### config.mk
export PLATFORM = sky130hd
export DESIGN_NAME = ata_taskfile_if
export DESIGN_NICKNAME = d
export VERILOG_FILES = /design/src/rtl/ata_tf_pkg.sv /design/src/rtl/ata_tf_decode.sv /design/src/rtl/ata_tf_ctrl.sv /design/src/rtl/ata_tf_regs.sv /design/src/rtl/ata_taskfile_if.sv
export SDC_FILE = /design/constraint.sdc
export NUM_CORES = 1
export LEC_CHECK = 0
export ABC_AREA = 1
export BUFFER_PORTS_ARGS = -buffer_cell sky130_fd_sc_hd__clkbuf_2
export CAP_MARGIN = 20
export CELL_PAD_IN_SITES_DETAIL_PLACEMENT = 1
export CELL_PAD_IN_SITES_GLOBAL_PLACEMENT = 1
export CORE_ASPECT_RATIO = 2
export CORE_UTILIZATION = 35
export CTS_BUF_LIST = sky130_fd_sc_hd__clkbuf_4 sky130_fd_sc_hd__clkbuf_8 sky130_fd_sc_hd__clkbuf_16
export DETAILED_ROUTE_END_ITERATION = 16
export PLACE_DENSITY_LB_ADDON = 0.2
export SLEW_MARGIN = 5
export SYNTH_ARGS = -nofsm -noshare
export SYNTH_HDL_FRONTEND = slang
export SYNTH_HIERARCHICAL = 1
export SYNTH_SLANG_ARGS = --single-unit
### constraint.sdc
create_clock -name clk -period 1.72 [get_ports clk]
set_input_delay 0 -clock clk [delete_from_list [all_inputs] [get_ports clk]]
set_output_delay 0 -clock clk [all_outputs]
set_load 0.005 [all_outputs]
### src/rtl/ata_tf_pkg.sv
package ata_tf_pkg;

    // Selected register of the decoded access
    typedef enum logic [3:0] {
        SEL_NONE,
        SEL_DATA,
        SEL_ERRFEAT,
        SEL_COUNT,
        SEL_SECTOR,
        SEL_CYLLO,
        SEL_CYLHI,
        SEL_DRVHD,
        SEL_STATCMD,
        SEL_ALTCTL,
        SEL_DRVADDR
    } tf_sel_e;

    // Busy-ownership states
    typedef enum logic [1:0] {
        ST_IDLE,
        ST_BUSY,
        ST_SRST
    } tf_state_e;

    localparam int  BYTE_W     = 8;
    localparam int  STAT_LO_W  = 7;
    localparam int  DRQ_BIT    = 3;
    localparam int  SRST_BIT   = 2;
    localparam int  NIEN_BIT   = 1;
    localparam logic [7:0] COUNT_RST  = 8'h01;
    localparam logic [7:0] SECTOR_RST = 8'h01;

endpackage

### src/rtl/ata_tf_decode.sv
module ata_tf_decode
    import ata_tf_pkg::*;
#(
    parameter int ADDR_W = 11
) (
    input  logic              host_sel,
    input  logic [ADDR_W-1:0] host_addr,
    input  logic              host_rd,
    input  logic              host_wr,
    output tf_sel_e           which,
    output logic              rd_en,
    output logic              wr_en
);
    localparam int WIN_BIT = ADDR_W - 1;

    logic acc;
    logic unused_hi;

    assign acc       = host_sel & (host_rd ^ host_wr);
    assign rd_en     = acc & host_rd;
    assign wr_en     = acc & host_wr;
    assign unused_hi = ^host_addr[WIN_BIT-1:4];

    always_comb begin
        which = SEL_NONE;
        if (host_addr[WIN_BIT]) begin
            which = SEL_DATA;
        end else begin
            unique case (host_addr[3:0])
                4'h0, 4'h8, 4'h9: which = SEL_DATA;
                4'h1, 4'hD:       which = SEL_ERRFEAT;
                4'h2:             which = SEL_COUNT;
                4'h3:             which = SEL_SECTOR;
                4'h4:             which = SEL_CYLLO;
                4'h5:             which = SEL_CYLHI;
                4'h6:             which = SEL_DRVHD;
                4'h7:             which = SEL_STATCMD;
                4'hE:             which = SEL_ALTCTL;
                4'hF:             which = SEL_DRVADDR;
                default:          which = SEL_NONE;
            endcase
        end
    end

endmodule

### src/rtl/ata_tf_ctrl.sv
module ata_tf_ctrl
    import ata_tf_pkg::*;
(
    input  logic clk,
    input  logic rst_n,
    input  logic cmd_wr,
    input  logic ctl_wr,
    input  logic srst_bit,
    input  logic dev_done,
    output logic bsy,
    output logic cmd_ok,
    output logic srst_pulse
);
    tf_state_e state, state_nx;

    always_comb begin
        state_nx = state;
        unique case (state)
            ST_IDLE: if (cmd_wr)               state_nx = ST_BUSY;
            ST_BUSY: if (dev_done)             state_nx = ST_IDLE;
            ST_SRST: if (ctl_wr && !srst_bit)  state_nx = ST_IDLE;
            default:                           state_nx = ST_IDLE;
        endcase
        if (ctl_wr && srst_bit) state_nx = ST_SRST;
    end

    always_ff @(posedge clk or negedge rst_n) begin
        if (!rst_n) state <= ST_IDLE;
        else        state <= state_nx;
    end

    always_comb begin
        bsy        = (state != ST_IDLE);
        cmd_ok     = cmd_wr && (state == ST_IDLE);
        srst_pulse = ctl_wr && srst_bit;
    end


    cmd_sets_busy_chk: assert property (@(posedge clk) disable iff (!rst_n)
        cmd_ok |=> bsy);


    done_frees_chk: assert property (@(posedge clk) disable iff (!rst_n)
        (state == ST_BUSY && dev_done && !ctl_wr) |=> !bsy);


    srst_holds_chk: assert property (@(posedge clk) disable iff (!rst_n)
        (state == ST_SRST && !ctl_wr) |=> bsy);

endmodule

### src/rtl/ata_tf_regs.sv
module ata_tf_regs
    import ata_tf_pkg::*;
(
    input  logic                 clk,
    input  logic                 rst_n,
    input  tf_sel_e              which,
    input  logic                 rd_en,
    input  logic                 wr_en,
    input  logic [BYTE_W-1:0]    wdata,
    input  logic                 srst_pulse,
    input  logic                 bsy,
    input  logic                 dev_stat_we,
    input  logic [STAT_LO_W-1:0] dev_stat,
    input  logic                 dev_err_we,
    input  logic [BYTE_W-1:0]    dev_err,
    input  logic                 dev_irq_set,
    input  logic [BYTE_W-1:0]    buf_rdata,
    output logic [BYTE_W-1:0]    rdata,
    output logic                 buf_pop,
    output logic                 buf_push,
    output logic [BYTE_W-1:0]    tf_feature,
    output logic [BYTE_W-1:0]    tf_count,
    output logic [BYTE_W-1:0]    tf_sector,
    output logic [BYTE_W-1:0]    tf_cyl_lo,
    output logic [BYTE_W-1:0]    tf_cyl_hi,
    output logic [BYTE_W-1:0]    tf_drv_head,
    output logic                 irq
);
    logic [STAT_LO_W-1:0] stat_lo;
    logic [BYTE_W-1:0]    err_q;
    logic                 nien_q;
    logic                 irq_pend;
    logic                 drq;
    logic [BYTE_W-1:0]    status_byte;
    logic [BYTE_W-1:0]    drv_addr;
    logic                 stat_rd;
    logic                 unused_ctl;

    assign drq         = stat_lo[DRQ_BIT];
    assign status_byte = {bsy, stat_lo};
    assign drv_addr    = {2'b11, ~tf_drv_head[3:0], ~tf_drv_head[4], tf_drv_head[4]};
    assign stat_rd     = rd_en && (which == SEL_STATCMD);
    assign unused_ctl  = ^{wdata[BYTE_W-1:SRST_BIT], wdata[0]};

    // Task-file registers
    always_ff @(posedge clk or negedge rst_n) begin
        if (!rst_n) begin
            tf_feature  <= '0;
            tf_count    <= COUNT_RST;
            tf_sector   <= SECTOR_RST;
            tf_cyl_lo   <= '0;
            tf_cyl_hi   <= '0;
            tf_drv_head <= '0;
        end else if (srst_pulse) begin
            tf_feature  <= '0;
            tf_count    <= COUNT_RST;
            tf_sector   <= SECTOR_RST;
            tf_cyl_lo   <= '0;
            tf_cyl_hi   <= '0;
            tf_drv_head <= '0;
        end else if (wr_en) begin
            unique case (which)
                SEL_ERRFEAT: tf_feature  <= wdata;
                SEL_COUNT:   tf_count    <= wdata;
                SEL_SECTOR:  tf_sector   <= wdata;
                SEL_CYLLO:   tf_cyl_lo   <= wdata;
                SEL_CYLHI:   tf_cyl_hi   <= wdata;
                SEL_DRVHD:   tf_drv_head <= wdata;
                default: ;
            endcase
        end
    end

    // Device-owned status and error, device control, interrupt flag
    always_ff @(posedge clk or negedge rst_n) begin
        if (!rst_n) begin
            stat_lo  <= '0;
            err_q    <= '0;
            nien_q   <= 1'b0;
            irq_pend <= 1'b0;
        end else begin
            if (srst_pulse) begin
                stat_lo <= '0;
                err_q   <= '0;
            end else begin
                if (dev_stat_we) stat_lo <= dev_stat;
                if (dev_err_we)  err_q   <= dev_err;
            end
            if (wr_en && which == SEL_ALTCTL) nien_q <= wdata[NIEN_BIT];
            if (srst_pulse)       irq_pend <= 1'b0;
            else if (dev_irq_set) irq_pend <= 1'b1;
            else if (stat_rd)     irq_pend <= 1'b0;
        end
    end

    // Read multiplexer and buffer strobes
    always_comb begin
        rdata = '0;
        if (rd_en) begin
            unique case (which)
                SEL_DATA:    rdata = drq ? buf_rdata : '0;
                SEL_ERRFEAT: rdata = err_q;
                SEL_COUNT:   rdata = tf_count;
                SEL_SECTOR:  rdata = tf_sector;
                SEL_CYLLO:   rdata = tf_cyl_lo;
                SEL_CYLHI:   rdata = tf_cyl_hi;
                SEL_DRVHD:   rdata = tf_drv_head;
                SEL_STATCMD: rdata = status_byte;
                SEL_ALTCTL:  rdata = status_byte;
                SEL_DRVADDR: rdata = drv_addr;
                default:     rdata = '0;
            endcase
        end
    end

    assign buf_pop  = rd_en && (which == SEL_DATA) && drq;
    assign buf_push = wr_en && (which == SEL_DATA) && drq;
    assign irq      = irq_pend && !nien_q;


    stat_read_clears_chk: assert property (@(posedge clk) disable iff (!rst_n)
        (stat_rd && !dev_irq_set) |=> !irq_pend);


    irq_set_wins_chk: assert property (@(posedge clk) disable iff (!rst_n)
        (dev_irq_set && !srst_pulse) |=> irq_pend);


    srst_defaults_chk: assert property (@(posedge clk) disable iff (!rst_n)
        srst_pulse |=> (tf_count == COUNT_RST && tf_sector == SECTOR_RST && !irq_pend));


    strobe_exclusive_chk: assert property (@(posedge clk) disable iff (!rst_n)
        $onehot0({buf_pop, buf_push}));

endmodule

### src/rtl/ata_taskfile_if.sv
module ata_taskfile_if
    import ata_tf_pkg::*;
#(
    parameter int ADDR_W = 11
) (
    input  logic              clk,
    input  logic              rst_n,
    input  logic              host_sel,
    input  logic [ADDR_W-1:0] host_addr,
    input  logic              host_rd,
    input  logic              host_wr,
    input  logic [7:0]        host_wdata,
    output logic [7:0]        host_rdata,
    input  logic              dev_stat_we,
    input  logic [6:0]        dev_stat,
    input  logic              dev_err_we,
    input  logic [7:0]        dev_err,
    input  logic              dev_done,
    input  logic              dev_irq_set,
    input  logic [7:0]        buf_rdata,
    output logic              buf_pop,
    output logic              buf_push,
    output logic [7:0]        buf_wdata,
    output logic              cmd_valid,
    output logic [7:0]        cmd_code,
    output logic [7:0]        tf_feature,
    output logic [7:0]        tf_count,
    output logic [7:0]        tf_sector,
    output logic [7:0]        tf_cyl_lo,
    output logic [7:0]        tf_cyl_hi,
    output logic [7:0]        tf_drv_head,
    output logic              irq
);
    tf_sel_e which;
    logic    rd_en, wr_en;
    logic    bsy, cmd_ok, srst_pulse;

    ata_tf_decode #(.ADDR_W(ADDR_W)) u_dec (
        .host_sel  (host_sel),
        .host_addr (host_addr),
        .host_rd   (host_rd),
        .host_wr   (host_wr),
        .which     (which),
        .rd_en     (rd_en),
        .wr_en     (wr_en)
    );

    ata_tf_ctrl u_ctrl (
        .clk        (clk),
        .rst_n      (rst_n),
        .cmd_wr     (wr_en && which == SEL_STATCMD),
        .ctl_wr     (wr_en && which == SEL_ALTCTL),
        .srst_bit   (host_wdata[SRST_BIT]),
        .dev_done   (dev_done),
        .bsy        (bsy),
        .cmd_ok     (cmd_ok),
        .srst_pulse (srst_pulse)
    );

    ata_tf_regs u_regs (
        .clk         (clk),
        .rst_n       (rst_n),
        .which       (which),
        .rd_en       (rd_en),
        .wr_en       (wr_en),
        .wdata       (host_wdata),
        .srst_pulse  (srst_pulse),
        .bsy         (bsy),
        .dev_stat_we (dev_stat_we),
        .dev_stat    (dev_stat),
        .dev_err_we  (dev_err_we),
        .dev_err     (dev_err),
        .dev_irq_set (dev_irq_set),
        .buf_rdata   (buf_rdata),
        .rdata       (host_rdata),
        .buf_pop     (buf_pop),
        .buf_push    (buf_push),
        .tf_feature  (tf_feature),
        .tf_count    (tf_count),
        .tf_sector   (tf_sector),
        .tf_cyl_lo   (tf_cyl_lo),
        .tf_cyl_hi   (tf_cyl_hi),
        .tf_drv_head (tf_drv_head),
        .irq         (irq)
    );

    assign cmd_valid = cmd_ok;
    assign cmd_code  = host_wdata;
    assign buf_wdata = host_wdata;


    busy_drops_cmd_chk: assert property (@(posedge clk) disable iff (!rst_n)
        (bsy && host_sel && host_wr && !host_rd && !host_addr[ADDR_W-1]
         && host_addr[3:0] == 4'h7) |-> !cmd_valid);


    no_sel_quiet_chk: assert property (@(posedge clk) disable iff (!rst_n)
        !host_sel |-> (host_rdata == 8'h00 && !buf_pop && !buf_push && !cmd_valid));

endmodule

==> results of run 1 <==
cell usage in the layout, fill, tap and decap left out, types with 3 or more instances in the layout:
cell | netlist | layout
nand2_1 | 154 | 140
clkbuf_2 | 0 | 111
dfrtp_1 | 65 | 64
nand3_1 | 73 | 60
buf_4 | 18 | 57
inv_1 | 59 | 50
nor2_1 | 56 | 29
o21ai_0 | 37 | 24
dlygate4sd3_1 | 0 | 22
nor2_2 | 1 | 19
o21ai_1 | 5 | 17
buf_6 | 1 | 13
nor2_4 | 3 | 12
nand3_2 | 0 | 12
nand2_2 | 2 | 10
clkbuf_16 | 0 | 9
buf_2 | 5 | 7
nand3b_1 | 7 | 7
a21oi_2 | 2 | 6
inv_2 | 3 | 6
buf_12 | 0 | 5
nand2_4 | 0 | 5
a21oi_1 | 8 | 4
o21ai_2 | 2 | 3
inv_4 | 0 | 3
nor3_2 | 3 | 3
final cells by class:
class | count | area share
sequential | 67 | 0.284
clock buffer | 12 | 0.0430
timing repair buffer | 215 | 0.251
multi-input combinational | 365 | 0.335
inverter | 63 | 0.0447
tap | 137 | 0.0290
clock inverter | 4 | 0.0125
flip-flops by register name, summed over array words and instances (netlist names):
register and cells:
u_regs/err_q 8, u_regs/tf_count 8, u_regs/tf_cyl_hi 8, u_regs/tf_cyl_lo 8, u_regs/tf_drv_head 8, u_regs/tf_feature 8, u_regs/tf_sector 8, u_regs/stat_lo 7
u_ctrl/state 2, u_regs/irq_pend 1, u_regs/nien_q 1
metrics by stage:
| stage | utilization | setup TNS, ps | hold slack, ps |
|---|---|---|---|
| after floorplan | - | 0 | -296 |
| after CTS | 0.536 | -26.0 | 3.20 |
| final | 0.561 | -21.1 | 9.00 |
| after global placement | 0.464 | -15990 | 56.1 |
| after detailed placement | 0.464 | -21950 | 56.7 |
| after global routing | 0.561 | -457 | 22.9 |
what timing repair did:
action | CTS | global route
cloned | 1 | 0
buffers inserted | 4 | 7
gates resized for setup | 53 | 80
pin swaps | 12 | 21
hold endpoints to repair | 89 | 0
setup endpoints to repair | 23 | 71
hold buffers | 22 | 0
how the worst max path moves through the flow:
stage	start	depth (start not counted)	to	slack (ps)
floorplan	host_addr[0]	14	u_regs/tf_feature[5]$_DFFE_PN0P_	20
global placement	host_addr[0]	14	u_regs/tf_cyl_hi[5]$_DFFE_PN0P_	-310
detailed placement	host_addr[0]	15	u_regs/tf_sector[0]$_DFFE_PN1P_	-410
CTS	host_addr[0]	15	u_regs/tf_sector[0]$_DFFE_PN1P_	-10
global route	host_addr[0]	16	host_rdata[3]	-120
finish	host_addr[0]	16	host_rdata[3]	-20
per-layer routing:
metal,vias up,GRT usage,wire length (um)
met5,-,0,0
met4,0,0.184,850
met3,48,0.0525,612
met2,165,0.524,9060
met1,2177,0.306,5730
li1,2045,-,-
power groups by stage:
stage,sequential (mW),clock [mW],combinational (mW)
after floorplan,2.06,0,0.507
after global placement,2.12,0,1.05
after detailed placement,2.13,0,1.10
after CTS,2.11,2.07,1.21
after global routing,2.15,2.13,1.42
final,2.12,2.02,1.28
worst min-delay path: stages:
cell and delay, ps:
clkbuf_2 140, nand3_1 100, o21ai_1 60
logic make-up (layout without fill, tap and decap cells):
| group | Yosys count | count (layout) | synth area share |
|---|---|---|---|
| adder cells (fa/ha/maj) | 3 | 3 | 0.00987 |
| buffers and inverters | 95 | 294 | 0.115 |
| AO/OA/AOI/OAI | 58 | 58 | 0.0845 |
| flip-flops | 67 | 67 | 0.441 |
| AND/OR/NAND/NOR | 304 | 304 | 0.349 |
==> summary.txt, run 1 <==
Timing
  – Peak Freq: 0.574 GHz
  – Fin crit period: 1740 ps
  – Clock skew: 0.00866 ps
  – Worst-margin pin slew: 425 ps
  – Worst setup margin: -20.9 ps
  – RSZ-0062 raised after global routing: true
  – Max Slew Vio Count: 0
  – Max_slew headroom: 0.716
  – Final Cycle Share: 1.01
  – Final setup violation count: 2
  – Final hold vios: 0

Power and ir drop
  – Leak: 3.19 nW
  – Total Power: 5.42 mW
  – Clock power share: 0.373
  – Comb power frac: 0.237
  – P_sw: 1.65 mW
  – Cell Pwr Density: 917 nW/um^2
  – Power share of the sequential group: 0.391
  – Worst IR Drop VDD: 832 uV
  – Switching Share: 0.305
  – Internal power: 3.77 mW

Route
  – Vias: 4,435
  – Initial DRC count: 161
  – Wire per inst: 18.8 um
  – DRC viols: 0
  – Vias per cell: 5.14
  – First-pass DRT Iterations: 5
  – Final antenna-violating net count: 0
  – Detailed Route WL: 16.3 mm

Floorplanning
  – Row cnt: 53
  – DIE WIDTH: 75.7 um
  – Core Box Area: 10,500 um^2
  – Die Ht: 149 um
  – Area of the die: 11,300 um^2
  – Initial core utilization: 0.361
  – # IOs: 127

Setup path
  – Critical Path AT: 1740 ps
  – Slowest cell on crit path: ha_4
  – Startpoint types: primary input
  – R2R cell count: 3
  – Reg2Reg Setup Slack: 810 ps
  – Largest fanout on the critical path: 7
  – Critical path class: in -> out
  – Reg2reg start: u_ctrl/state[0]$_DFFE_PN0P_
  – Buf+Inv Stages, Crit Path: 7
  – Crit path cell chain: buf_12 > clkinv_8 > ha_4 > nand3b_1 > o21ai_2 > buf_6 > nand2_4 > clkinv_1 > buf_4 > nand3_1 > nand2_1 > nor2_1 > nand3_2 > nand2_1 > inv_1 > buf_2
  – Critical Path Sink Type: output port
  – Cell mode on critical path: nand2_1
  – Worst Path Required: 1720 ps
  – Kind of cell adding the most delay to the critical path: buffers and inverters
  – Worst reg2reg path endpoint: u_ctrl/state[0]$_DFFE_PN0P_
  – Slowest stage delay, CP: 240 ps

Place
  – Placed Cells: 813
  – IO buf count: 120
  – Final HPWL DP: 11.2 mm
  – Placer congestion estimate: 0.870
  – Placed instance area: 4890 um^2
  – Post-place setup slack: -412 ps

Hold path
  – Hold Crit Endpoint: u_regs/stat_lo[1]$_DFFE_PN0P_
  – Hold Path Class: in -> reg
  – Min-Delay Startpoint: dev_stat_we
  – WHS Path Cells: 3

Cells and area
  – Multi-input gate area: 1980 um^2
  – Sequential cell area: 1680 um^2
  – Filler cells: 1,338
  – N_diodes: 0
  – Nets@finish: 775
  – Share of layout cells above drive strength 1: 0.416
  – Final Cell Area: 5910 um^2
  – Post-route insts no fill: 863
  – Area Overhead vs Synth: 55.4%

Clocking
  – TritonCTS clock tree: built
  – Root Driver: clkbuf_16
  – CTS Buf Count: 9
  – Clk_lat worst skew: 330 ps
  – TritonCTS sink count: 67
  – H-tree levels: 3
  – Clk slew on worst S/H paths: 50 ps
  – Deepest clock path buffer count: 2

Synth
  – Post-Syn Area: 3800 um^2
  – Seq/Total Area, Yosys: 0.441
  – Avg Inst Size Synth: 7.22 um^2
  – Synth area leaders: dfrtp_1, nand2_1, nand3_1
  – Mapped Cells: 527
  – Yosys reg bits: 67
  – Yosys top cell by area: dfrtp_1
  – Synth top area share: 0.428
  – Ys Warns: 6
  – Syn Nets: 581
  – Ys async rst share: 1.00
  – Ys flop type: dfrtp_1
  – Most frequent cell after synthesis: nand2_1
  – Netlist cell types: 30
  – Post-synth EDFFs: 0
  – Top post-synthesis cells by count: nand2_1, nand3_1, dfrtp_1, inv_1, nor2_1

Status
  – Status: finished, violations left
  – Failing checks: negative setup slack

Global route
  – Initial antenna violation count: 0
  – Total GRT Usage: 0.295
  – GR Overflow Total: 0
  – Number of global-route vias before repair: 4,669
  – First-pass GRT wire length: 24.0 mm
  – Largest net degree at the start of global routing: 68

Job
  – Max Cap Viol: 0
Power figures use the tool's default switching activity.
==> inputs of run 2 (changes only) <==
CORE_MARGIN = 1.5   (was not set)
HOLD_SLACK_MARGIN = 0.08   (was not set)
==> run 2 against run 1 <==
Against the previous run:
- the flow still finishes with violations (negative setup slack)
- critical path depth fell by 1
- hold slack improved by 120 ps
- routed wire length decreased by 0.55%
- via count down 1.9%
- combinational power is essentially flat
- core utilization rose by 1.1 points
- global-route usage shrank 2.0 points
- register-to-register slack lost 30 ps
- first-iteration DRC count decreased by 47%
- clock-buffer cell count is 3 lower
- non-clock buffer count increased by 7
- fmax is 3.0% lower
- critical path type unchanged
==> summary.txt, run 2 (synthesis results as in run 1) <==
Setup path
  – Critical Path AT: 1800 ps
  – Critical Path Sink Type: output port
  – Kind of cell adding the most delay to the critical path: buffers and inverters
  – Slowest stage delay, CP: 180 ps
  – Largest fanout on the critical path: 6
  – Slowest cell on crit path: ha_4
  – Worst Path Required: 1720 ps
  – Critical path class: in -> out
  – Cell mode on critical path: nand2_1
  – Startpoint types: primary input
  – Buf+Inv Stages, Crit Path: 6
  – Crit path cell chain: clkbuf_16 > inv_8 > ha_4 > nand3b_1 > o21ai_2 > buf_6 > clkinvlp_4 > buf_4 > nand2_1 > nor2_1 > nand2_1 > nand2_1 > nor2_2 > a21oi_2 > buf_2

Route
  – Final antenna-violating net count: 0
  – Vias: 4,349
  – Vias per cell: 5.00
  – Detailed Route WL: 16.2 mm
  – DRC viols: 0
  – First-pass DRT Iterations: 4
  – Initial DRC count: 85
  – Wire per inst: 18.6 um

Cells and area
  – Commonest non-fill, non-tap cell in the layout: nand2_1
  – N_diodes: 0
  – Area Overhead vs Synth: 58.5%
  – Fin util: 0.572
  – Final Cell Area: 6030 um^2
  – Nets@finish: 782
  – Commonest non-fill, non-tap cells in the layout: nand2_1, clkbuf_2, dfrtp_1
  – Share of layout cells above drive strength 1: 0.419

Global route
  – Largest net degree at the start of global routing: 68
  – Number of global-route vias before repair: 4,582
  – First-pass GRT wire length: 24.1 mm
  – GR Overflow Total: 0
  – Initial antenna violation count: 0
  – Total GRT Usage: 0.275

Clocking
  – CTS Buf Count: 9
  – Clk_lat worst skew: 330 ps
  – Clk slew on worst S/H paths: 60 ps
  – Deepest clock path buffer count: 2
  – TritonCTS clock tree: built
  – Root Driver: clkbuf_16
  – TritonCTS sink count: 67
  – H-tree levels: 3

Timing
  – Worst setup margin: -75.5 ps
  – Max Slew Vio Count: 0
  – Fin crit period: 1800 ps
  – RSZ-0062 raised after global routing: true
  – Final Cycle Share: 1.04
  – Final setup violation count: 8
  – Clock skew: 0.0115 ps
  – Peak Freq: 0.557 GHz
  – Final hold vios: 0
  – Max_slew headroom: 0.740
  – Worst-margin pin slew: 390 ps

Hold path
  – Hold Path Class: in -> reg

Place
  – IO buf count: 120
  – Final HPWL DP: 11.5 mm
  – Placer congestion estimate: 0.897
  – Placed instance area: 4880 um^2

Floorplanning
  – Row cnt: 53
  – # IOs: 127
  – Initial core utilization: 0.361
  – Die Ht: 150 um
  – Area of the die: 11,500 um^2
  – Core Box Area: 10,500 um^2
  – DIE WIDTH: 76.7 um

Power and ir drop
  – Leak: 3.25 nW
  – Cell Pwr Density: 900 nW/um^2
  – Worst IR Drop VDD: 723 uV

Status
  – Status: finished, violations left
  – Failing checks: negative setup slack

Job
  – Max Cap Viol: 0
==> run 2: changes by cell type in the layout (fill, tap and decap cells not counted), sizes merged <==
cell / previous run / this run
buf: 82 / 77
clkbuf: 123 / 128
clkinv: 4 / 3
clkinvlp: 2 / 3
dlygate4sd3: 22 / 26
inv: 59 / 62
==> run 2: power by group <==
part	switching, mW	internal, mW	leakage, nW
sequential	0.258	1.85	0.840
combinational	0.701	0.590	2.25
clock	0.744	1.28	0.156
total	1.70	3.72	3.25
==> run 2: routing by layer <==
layer | global-route usage | vias to the layer above | share of wire
met3 | 0.0364 | 44 | 0.028
li1 | - | 2060 | -
met5 | 0 | - | 0
met2 | 0.536 | 116 | 0.56
met4 | 0.123 | 0 | 0.049
met1 | 0.287 | 2129 | 0.36
==> run 2: path summary, 6_finish.rpt <==
kind / start / endpoint / slack (ps) / cells after the start
setup / recovery: host_addr[0] / host_rdata[4] / -80 / 15
hold / removal: host_wdata[7] / u_regs/tf_cyl_hi[7]$_DFFE_PN0P_ / 130 / 6
setup reg to reg: u_ctrl/state[1]$_DFFE_PN0P_ / u_ctrl/state[0]$_DFFE_PN0P_ / 780 / 4
hold reg to reg: u_regs/tf_feature[1]$_DFFE_PN0P_ / u_regs/tf_feature[1]$_DFFE_PN0P_ / 490 / 2
max in group asynchronous: rst_n / u_regs/stat_lo[3]$_DFFE_PN0P_ / 1160 / 3
min in group asynchronous: rst_n / u_ctrl/state[1]$_DFFE_PN0P_ / 210 / 3
==> run 2: worst register-to-register path, stage by stage, from the launching register on <==
cell and delay, ps:
dfrtp_1 410, nor2_1 190, nand3_1 110, nand2_1 90, a21oi_2 40
==> run 2: through the flow <==
| step | power, mW | TNS (ps) | hold slack, ps | setup WS [ps] | std cells |
|---|---|---|---|---|---|
| after floorplan | 2.57 | 0 | -296 | 18.7 | 527 |
| after global placement | 3.16 | -11530 | 56.8 | -272 | 813 |
| after detailed placement | 3.22 | -18090 | 56.6 | -398 | 813 |
| after CTS | 5.34 | -180 | 127 | -70.1 | 859 |
| after global routing | 5.69 | -2960 | 163 | -191 | 870 |
| final | 5.43 | -440 | 129 | -75.5 | 870 |
==> run 2: area by class of cell <==
class                      count  area, um^2
multi-input combinational    365        2020
clock inverter                 7        98.8
fill                        1319        4510
clock buffer                   9         225
sequential                    67        1680
tap                          137         171
inverter                      63         251
timing repair buffer         222        1580
==> run 2: repair_timing <==
| item | in CTS | in global routing |
|---|---|---|
| hold buffers | 26 | 0 |
| cloned | 1 | 1 |
| endpoints found under the hold margin | 94 | 0 |
| pin swaps | 11 | 21 |
| gates resized for setup | 36 | 107 |
| endpoints found under the setup margin | 22 | 70 |
| buffers inserted | 3 | 13 |
==> inputs of run 3 (changes only) <==
BUFFER_PORTS_ARGS = not set   (was -buffer_cell sky130_fd_sc_hd__clkbuf_2)
CORE_UTILIZATION = 44   (was 35)
DONT_BUFFER_PORTS = 1   (was not set)
REMOVE_ABC_BUFFERS = 1   (was not set)
==> run 3 against run 2 <==
Against the previous run:
- the run now ends clean
- power is 7.9% lower
- highest routed layer unchanged
- first-iteration DRC count increased to 3.3 times the previous value
- critical path type is now reg -> out
- hold slack better by 72 ps
- fmax is 10% higher
- largest power group unchanged
- sequential share of layout area rose by 7.3 points
- critical endpoint is now host_rdata[6]
- sequential power is 2% higher
- register-to-register slack worse by 410 ps
- clock power is essentially flat
- critical path depth shrank 11
- clock skew about the same
==> summary.txt, run 3 (synthesis results as in run 1) <==
Status
  – Status: finished, final reports clean

Setup path
  – Critical Path AT: 1630 ps
  – Startpoint types: flop
  – Kind of cell adding the most delay to the critical path: flip-flops
  – Reg2Reg Setup Slack: 370 ps
  – Cell mode on critical path: nor2_1
  – Slowest cell on crit path: dfrtp_1
  – R2R cell count: 5
  – Reg2reg start: u_regs/irq_pend$_DFFE_PN0P_
  – Crit path cell chain: nand3_1 > nor2_1 > nor2_1 > a21oi_2
  – Largest fanout on the critical path: 8
  – CP Launch Point: u_regs/stat_lo[3]$_DFFE_PN0P_
  – Slowest stage delay, CP: 590 ps
  – Worst setup path end: host_rdata[6]
  – Critical Path Sink Type: output port
  – Worst Path Required: 1720 ps
  – CP Depth: 4
  – Critical path class: reg -> out
  – Worst reg2reg path endpoint: u_regs/irq_pend$_DFFE_PN0P_
  – Buf+Inv Stages, Crit Path: 0

Power and ir drop
  – Worst IR Drop VDD: 782 uV
  – Leak: 2.45 nW
  – Cell Pwr Density: 1050 nW/um^2

Place
  – IO buf count: 0
  – Final HPWL DP: 9.92 mm
  – Placer congestion estimate: 0.915

Route
  – DRC viols: 0
  – Vias per cell: 5.62
  – First-pass DRT Iterations: 4
  – Final antenna-violating net count: 0
  – Initial DRC count: 277
  – Vias: 3,817
  – Detailed Route WL: 14.3 mm
  – Wire per inst: 21.0 um

Clocking
  – Clk_lat worst skew: 330 ps
  – TritonCTS clock tree: built
  – Clk slew on worst S/H paths: 60 ps
  – Root Driver: clkbuf_16
  – H-tree levels: 3
  – CTS Buf Count: 9
  – Deepest clock path buffer count: 2
  – TritonCTS sink count: 67

Global route
  – First-pass GRT wire length: 21.0 mm
  – Number of global-route vias before repair: 4,047
  – Initial antenna violation count: 0
  – Largest net degree at the start of global routing: 68
  – Total GRT Usage: 0.315
  – GR Overflow Total: 0

Floorplanning
  – # IOs: 127
  – Area of the die: 9250 um^2
  – Core Box Area: 8350 um^2
  – Die Ht: 134 um
  – Initial core utilization: 0.455
  – DIE WIDTH: 68.7 um
  – Row cnt: 47

Timing
  – Final hold slack: 202 ps
  – Worst-margin pin slew: 611 ps
  – Final hold vios: 0
  – Max_slew headroom: 0.591
  – Max Slew Vio Count: 0
  – Final setup violation count: 0
  – TNS Setup: 0 ps
  – Clock skew: 0.243 ps
  – Peak Freq: 0.614 GHz
  – Final Cycle Share: 0.947
  – Fin crit period: 1630 ps

Cells and area
  – Share of layout cells above drive strength 1: 0.172
  – Commonest non-fill, non-tap cell in the layout: nand2_1
  – Multi-input gate area: 1750 um^2
  – Nets@finish: 630
  – Area Overhead vs Synth: 25.7%
  – N_diodes: 0
  – Filler cells: 1,058
  – Sequential cell area: 1680 um^2
  – Commonest non-fill, non-tap cells in the layout: nand2_1, nand3_1, dfrtp_1

Hold path
  – Hold Path Class: in -> async

Job
  – Max Cap Viol: 0
## run 3: cell count changes in the layout (fill, tap and decap cells not counted), moves of 10 or more
cell,change
nand3_1,+14
nand2_1,+19
buf_6,-16
nand3_2,-13
clkbuf_2,-116
o21ai_0,+22
nand2_2,-10
buf_4,-19
o21ai_1,-13
## run 3: per-layer routing
metal	share of wire	global-route usage
met1	0.35	0.339
met2	0.55	0.557
met3	0.061	0.0700
met4	0.042	0.149
met5	0	0
## run 3: where the power goes
group	internal [mW]	leakage [nW]	total [mW]	switching, mW
sequential	1.86	0.841	2.15	0.296
combinational	0.305	1.45	0.822	0.518
clock	1.31	0.155	2.03	0.717
## run 3: worst reg2reg max path: cells and delay by family, from the launching register on
family / cells / cell delay, ps
simple gates: 2 / 200
flops: 1 / 360
compound gates: 1 / 40
buf+inv: 2 / 620
## run 3: worst min-delay path by stage
stage / from / cells past startpoint / end
final: rst_n / 2 / u_regs/tf_count[3]$_DFFE_PN0P_
after global routing: rst_n / 2 / u_regs/tf_count[7]$_DFFE_PN0P_
after CTS: rst_n / 2 / u_regs/tf_count[3]$_DFFE_PN0P_
after detailed placement: rst_n / 0 / u_regs/tf_count[3]$_DFFE_PN0P_
after global placement: rst_n / 0 / u_regs/tf_count[3]$_DFFE_PN0P_
after floorplan: rst_n / 0 / u_ctrl/state[0]$_DFFE_PN0P_
## run 3: layout make-up
cell class,count,share of cell area
Timing Repair Buffer,70,0.139
Tap cell,98,0.0256
Sequential cell,67,0.351
Multi-Input combinational cell,365,0.366
Clock buffer,10,0.0500
Inverter,63,0.0497
Clock inverter,6,0.0186
## run 3: timing repair
| action | 4_1_cts | 5_1_grt |
|---|---|---|
| setup endpoints to repair | 2 | 69 |
| gates resized for setup | 3 | 22 |
| pin swaps | 0 | 4 |
| setup buffers | 0 | 6 |
| hold buffers | 31 | 0 |
| hold endpoints to repair | 137 | 0 |
## run 3: metrics by stage
stage | utilization | power, mW | cell area (um^2) | instances | worst slack, ps
2_1_floorplan | - | 2.52 | 3600 | 495 | -492
3_3_place_gp | 0.481 | 2.79 | 4020 | 627 | -182
3_5_place_dp | 0.481 | 2.84 | 4020 | 627 | -277
4_1_cts | 0.561 | 4.99 | 4680 | 674 | 8.67
5_1_grt | 0.573 | 5.20 | 4780 | 679 | -45.0
6_report | 0.573 | 5.00 | 4780 | 679 | 90.9
